--- src/rtl/afsk_pkg.sv ---
package afsk_pkg;

  // Fixed-point phase step for a tone: hz * 2^(tbl_bits+frac_bits) / fs, rounded.
  function automatic longint unsigned tone_step(input longint unsigned hz,
                                                input longint unsigned fs,
                                                input int unsigned     tbl_bits,
                                                input int unsigned     frac_bits);
    longint unsigned scaled;
    scaled = hz << (tbl_bits + frac_bits);
    return (scaled + fs / 2) / fs;
  endfunction

endpackage

--- src/rtl/afsk_sine_rom.sv ---
module afsk_sine_rom #(
  parameter int IDX_W    = 7,
  parameter int SAMPLE_W = 8,
  parameter int AMP      = 64
) (
  input  logic [IDX_W-1:0]           idx,
  output logic signed [SAMPLE_W-1:0] value
);
  localparam int  DEPTH = 1 << IDX_W;
  localparam real TWO_PI = 6.283185307179586;

  function automatic logic signed [SAMPLE_W-1:0] sine_entry(input int k);
    real a;
    int  r;
    a = real'(AMP) * $sin(TWO_PI * real'(k) / real'(DEPTH));
    if (a >= 0.0) r = $rtoi(a + 0.5);
    else          r = -$rtoi(0.5 - a);
    return SAMPLE_W'(r);
  endfunction

  logic signed [SAMPLE_W-1:0] table_q [DEPTH];

  for (genvar g = 0; g < DEPTH; g++) begin : g_entry
    localparam logic signed [SAMPLE_W-1:0] ENTRY = sine_entry(g);
    assign table_q[g] = ENTRY;
  end

  assign value = table_q[idx];
endmodule

--- src/rtl/afsk_phase_acc.sv ---
module afsk_phase_acc #(
  parameter int               IDX_W      = 7,
  parameter int               FRAC_W     = 16,
  parameter int               PH_W       = IDX_W + FRAC_W,
  parameter logic [PH_W-1:0]  MARK_STEP  = '0,
  parameter logic [PH_W-1:0]  SPACE_STEP = '0
) (
  input  logic             clk,
  input  logic             rst_n,
  input  logic             advance,
  input  logic             use_mark,
  output logic [IDX_W-1:0] idx
);
  logic [PH_W-1:0] phase_q;
  logic [PH_W-1:0] step;

  assign step = use_mark ? MARK_STEP : SPACE_STEP;
  // Integer part before this strobe's increment; natural wrap gives modulo table size.
  assign idx  = phase_q[PH_W-1 -: IDX_W];

  always_ff @(posedge clk) begin
    if (!rst_n)       phase_q <= '0;
    else if (advance) phase_q <= phase_q + step;
  end
endmodule

--- src/rtl/afsk_symbol_timer.sv ---
module afsk_symbol_timer #(
  parameter int SPS = 11
) (
  input  logic clk,
  input  logic rst_n,
  input  logic advance,
  input  logic tone_in,
  output logic tone_eff,
  output logic last
);
  localparam int CNT_W = (SPS > 1) ? $clog2(SPS) : 1;
  localparam logic [CNT_W-1:0] LAST_IDX = CNT_W'(SPS - 1);

  logic [CNT_W-1:0] cnt_q;
  logic             tone_q;
  logic             first;

  assign first    = (cnt_q == '0);
  assign last     = (cnt_q == LAST_IDX);
  assign tone_eff = first ? tone_in : tone_q;

  always_ff @(posedge clk) begin
    if (!rst_n) begin
      cnt_q  <= '0;
      tone_q <= 1'b0;
    end else if (advance) begin
      if (first) tone_q <= tone_in;
      cnt_q <= last ? '0 : cnt_q + 1'b1;
    end
  end
endmodule

--- src/rtl/afsk_tone_gen.sv ---
module afsk_tone_gen
  import afsk_pkg::*;
#(
  parameter int SAMPLE_HZ = 13200,
  parameter int MARK_HZ   = 1200,
  parameter int SPACE_HZ  = 2200,
  parameter int SPS       = 11,
  parameter int IDX_W     = 7,
  parameter int FRAC_W    = 16,
  parameter int SAMPLE_W  = 8,
  parameter int AMP       = 64
) (
  input  logic                       clk,
  input  logic                       rst_n,
  input  logic                       sample_stb,
  input  logic                       tone_sel,
  output logic signed [SAMPLE_W-1:0] sample_out,
  output logic                       sample_vld,
  output logic                       sym_done
);
  localparam int PH_W = IDX_W + FRAC_W;
  localparam logic [PH_W-1:0] MARK_STEP =
    PH_W'(tone_step(longint'(MARK_HZ), longint'(SAMPLE_HZ), IDX_W, FRAC_W));
  localparam logic [PH_W-1:0] SPACE_STEP =
    PH_W'(tone_step(longint'(SPACE_HZ), longint'(SAMPLE_HZ), IDX_W, FRAC_W));

  logic                       tone_eff;
  logic                       sym_last;
  logic [IDX_W-1:0]           idx;
  logic signed [SAMPLE_W-1:0] rom_value;

  afsk_symbol_timer #(.SPS(SPS)) u_timer (
    .clk      (clk),
    .rst_n    (rst_n),
    .advance  (sample_stb),
    .tone_in  (tone_sel),
    .tone_eff (tone_eff),
    .last     (sym_last)
  );

  afsk_phase_acc #(
    .IDX_W      (IDX_W),
    .FRAC_W     (FRAC_W),
    .PH_W       (PH_W),
    .MARK_STEP  (MARK_STEP),
    .SPACE_STEP (SPACE_STEP)
  ) u_phase (
    .clk      (clk),
    .rst_n    (rst_n),
    .advance  (sample_stb),
    .use_mark (tone_eff),
    .idx      (idx)
  );

  afsk_sine_rom #(
    .IDX_W    (IDX_W),
    .SAMPLE_W (SAMPLE_W),
    .AMP      (AMP)
  ) u_rom (
    .idx   (idx),
    .value (rom_value)
  );

  always_ff @(posedge clk) begin
    if (!rst_n) begin
      sample_out <= '0;
      sample_vld <= 1'b0;
      sym_done   <= 1'b0;
    end else begin
      sample_vld <= sample_stb;
      sym_done   <= sample_stb & sym_last;
      if (sample_stb) sample_out <= rom_value;
    end
  end
endmodule

--- config.mk ---
export PLATFORM = sky130hd
export DESIGN_NAME = afsk_tone_gen
export DESIGN_NICKNAME = d
export VERILOG_FILES = /design/src/rtl/afsk_pkg.sv /design/src/rtl/afsk_sine_rom.sv /design/src/rtl/afsk_phase_acc.sv /design/src/rtl/afsk_symbol_timer.sv /design/src/rtl/afsk_tone_gen.sv
export SDC_FILE = /design/constraint.sdc
export NUM_CORES = 1
export LEC_CHECK = 0
export ABC_AREA = 1
export ABC_CLOCK_PERIOD_IN_PS = 4950
export BUFFER_PORTS_ARGS = -buffer_cell sky130_fd_sc_hd__buf_4
export CORE_MARGIN = 3
export CORE_UTILIZATION = 45
export CTS_CLUSTER_DIAMETER = 30
export DETAILED_ROUTE_END_ITERATION = 10
export HOLD_SLACK_MARGIN = 0.02
export SYNTH_ARGS = -nofsm -noshare
export SYNTH_HDL_FRONTEND = slang
export SYNTH_SLANG_ARGS = --single-unit
--- constraint.sdc ---
create_clock -name clk -period 4.95 [get_ports clk]
set_input_delay 1.485 -clock clk [delete_from_list [all_inputs] [get_ports clk]]
set_output_delay 1.485 -clock clk [all_outputs]
set_load 0.02 [all_outputs]
==> results by group <==
Worst setup path
  – Crit Path Max Fanout: 18
  – Crit-path leading delay family: simple AND/OR/NAND/NOR gates
  – Crit path DAT: 3.39 ns
  – Element type at the critical path end: flip-flop
  – CP Class: input pin to flip-flop
  – Buffers and inverters on the worst path: 3
  – Worst endpoint required time: 5.20 ns
  – CP peak stage delay: 0.42 ns
  – Worst path slowest cell: ha_1
  – Reg2reg start: u_phase.phase_q[19]
  – Critical Path Source: tone_sel
  – Top cell by count, worst path: nand3_1
  – CP Cell Sequence: buf_4, nand3_4, nand2_4, ha_1, inv_1, nor2_1, nand3_1, nor2_1, nand3_1, nand3_1, nand2_1, nand3_1, nand2_1, inv_1
  – Critical Path Source Type: input pin

Global routing
  – Global-route wire length before repair: 20900 um
  – Total track usage: 0.260
  – Antenna violations before repair: 0
  – Vias in the first global route: 4226
  – Largest net degree at the start of global routing: 33
  – Gr ovfl total: 0

Clock network
  – Post-CTS Setup Inserts: 0
  – Clk_lat worst skew: 0.30 ns
  – Worst-path clk slew: 0.09 ns
  – Hold Buf Count CTS: 0
  – Clock sink total: 38
  – TritonCTS clock tree: done
  – CTS H-tree lvls: 2
  – Cts bufs inserted: 5
  – CTS max path bufs: 2
  – CTS root buf: clkbuf_8
  – PostCTS Resize Cnt: 0

Power
  – PD cells: 309 nW/um2
  – Final Power: 1290 uW
  – Max IR drop VDD: 0.145 mV
  – Leak pwr: 0.00212 uW

Detailed routing
  – Routed WL: 12400 um
  – Via count: 4385
  – Drt wl/cell: 15.9 um
  – # DRC: 0
  – DR iter-0 viols: 278
  – Routed Antenna Nets: 0
  – Via/cell ratio: 5.63
  – First-pass DRT Iterations: 5

Synthesis
  – Synth Area in Compound Gates: 0.176
  – Post-synth EDFFs: 0
  – Post-Syn Area: 3930 um2
  – Yosys top cell area share: 0.194
  – Proportion of synthesized area in mux cells: 0
  – Synth warnings: 0
  – Sequential fraction of the synthesis area: 0.194
  – Xor and xnor area share after synthesis: 0.0134
  – Synth Register Bits: 38
  – Yosys top cell by area: dfxtp_1
  – Synth Area in Simple Gates: 0.429
  – Mean post-synth cell area: 5.86 um2
  – Post-Synth Adder-Cell Area: 0.0668
  – Main combinational cell family by area after synthesis: simple AND/OR/NAND/NOR gates
  – Async SR Flop Fraction: 0
  – Synth Flop Type: dfxtp_1
  – Post-Syn Instances: 671
  – Top cells by area, synth: dfxtp_1 19%, nand2_1 17%, nand3_1 9.7%
  – Net count after synthesis: 696
  – Post-synth cell types: 44

Timing
  – Final min period: 3.13 ns
  – Final setup violation count: 0
  – Slew @ Worst Pin: 0.720 ns
  – Tcrit/Tclk final: 0.633
  – Fmax: 0.319 GHz
  – Worst slew margin: 0.519
  – Slew Viols, Final: 0
  – Final setup margin: 1.82 ns
  – Final Hold Viols: 0
  – Worst Skew: 0.00890 ns
  – Setup TNS: 0 ns
  – RSZ-0062 raised after global routing: no

Run status
  – Outcome: completed

Layout
  – Layout cell share with drive strength beyond 1: 0.0905
  – Number of antenna diodes: 0
  – Sequential cell area: 761 um2
  – Design area: 4170 um2
  – Multi-input logic area: 2700 um2
  – Post-route insts no fill: 779
  – Area growth syn-to-layout: 6.17%
  – Number of nets in the layout: 698
  – # fillers: 896

Placed design
  – Dpl ws: 1.53 ns
  – Placed instance area: 4060 um2
  – Dpl cells: 771
  – Port Buf Inserts: 13
  – DP Wirelength: 9370 um
  – Gpl congestion: 1.01

Floorplan
  – Die Ht: 99.5 um
  – Initial Util: 0.471
  – Top-Level Pins: 14
  – Die Wd: 99.5 um
  – Full die area: 9890 um2
  – Core Box Area: 8340 um2
  – Core Rows: 33

Hold path
  – Hold Startpoint: sample_out[7]
  – Worst hold path type: flip-flop to flip-flop

Flow run
  – Max-cap violations: 0
-- cell families after synthesis --
| logic type | after synthesis |
|---|---|
| simple gates | 374 |
| buf+inv | 117 |
| compound gates | 115 |
| flops | 38 |
| fa+ha+maj | 21 |
| xor+xnor | 6 |
-- final cells by class --
type / count / share of cell area
timing repair buffer: 14 / 0.0252
multi-input combinational: 516 / 0.646
clock buffer: 5 / 0.0165
inverter: 98 / 0.0881
clock inverter: 3 / 0.0108
tap: 105 / 0.0315
sequential: 38 / 0.182
-- stage by stage --
stage,hold slack (ns),utilization
after floorplan,0.446,-
after global placement,0.457,0.487
after detailed placement,0.465,0.487
after CTS,0.479,0.500
after global routing,0.501,0.500
final,0.474,0.500
-- cells in the mapped netlist (2+ instances only) --
cell type	instances
o21ai_0	34
nand3_1	76
nand4_1	6
a32o_1	2
nand2_1	176
ha_1	21
o21ai_1	4
dfxtp_1	38
a31oi_1	3
inv_1	93
o311ai_0	2
nor2_1	72
o211ai_1	5
clkinv_1	4
o221ai_1	7
o31ai_1	2
nand2_2	12
buf_6	2
xor2_1	4
xnor2_1	2
buf_2	5
clkbuf_1	8
nor3_1	7
buf_1	2
o21bai_1	3
a22oi_1	2
o2111ai_1	3
a21oi_1	36
nand3_2	4
o22ai_1	5
nor2_4	5
nand2_4	4
nor2_2	11
-- path summary, 6_finish.rpt --
check	end	slack, ns	depth (start not counted)
max	u_phase.phase_q[17]	1.82	14
min	sample_out[7]	0.47	2
max reg2reg	sample_out[3]	2.15	10
min reg2reg	sample_out[7]	0.47	2
-- tightest hold or removal path, stage by stage (launching register included) --
cell and delay (ns):
dfxtp_1 0.32, nand2_1 0.06, a21oi_1 0.05
-- routing by layer --
layer	vias up	GRT usage	wire, um
met2	137	0.439	5870
met3	32	0.0302	594
met5	-	0	0
li1	2197	-	-
met4	0	0.105	375
met1	2019	0.336	5550
-- state kept, by name, summed over array words and instances, names as in the netlist --
register / count
sample_out: 8
sample_vld: 1
sym_done: 1
u_phase.phase_q: 23
u_timer.cnt_q: 4
u_timer.tone_q: 1
-- cells in the final DEF, fill, tap and decap left out, types with 3 or more instances in the layout --
cell type | netlist | layout
dfxtp_1 | 38 | 38
nor3_1 | 7 | 7
o211ai_1 | 5 | 5
nor2_1 | 72 | 72
nand2_4 | 4 | 4
xor2_1 | 4 | 4
nor2_2 | 11 | 11
nand4_1 | 6 | 6
nand2_1 | 176 | 176
clkinv_1 | 4 | 4
nor2_4 | 5 | 5
nand3_1 | 76 | 76
a21oi_1 | 36 | 36
nand3_2 | 4 | 4
o21ai_1 | 4 | 4
inv_1 | 93 | 93
clkbuf_8 | 0 | 5
o2111ai_1 | 3 | 3
a31oi_1 | 3 | 3
o221ai_1 | 7 | 7
nand2_2 | 12 | 12
o21ai_0 | 34 | 34
o21bai_1 | 3 | 3
buf_4 | 0 | 14
o22ai_1 | 5 | 5
ha_1 | 21 | 21
-- report_power, final --
group / leakage (uW) / internal (uW) / switching, uW
sequential: 0.000313 / 339 / 58.4
clock: 0.0000504 / 150 / 132
combinational: 0.00175 / 198 / 411
total: 0.00212 / 687 / 601
Power figures use the tool's default switching activity.
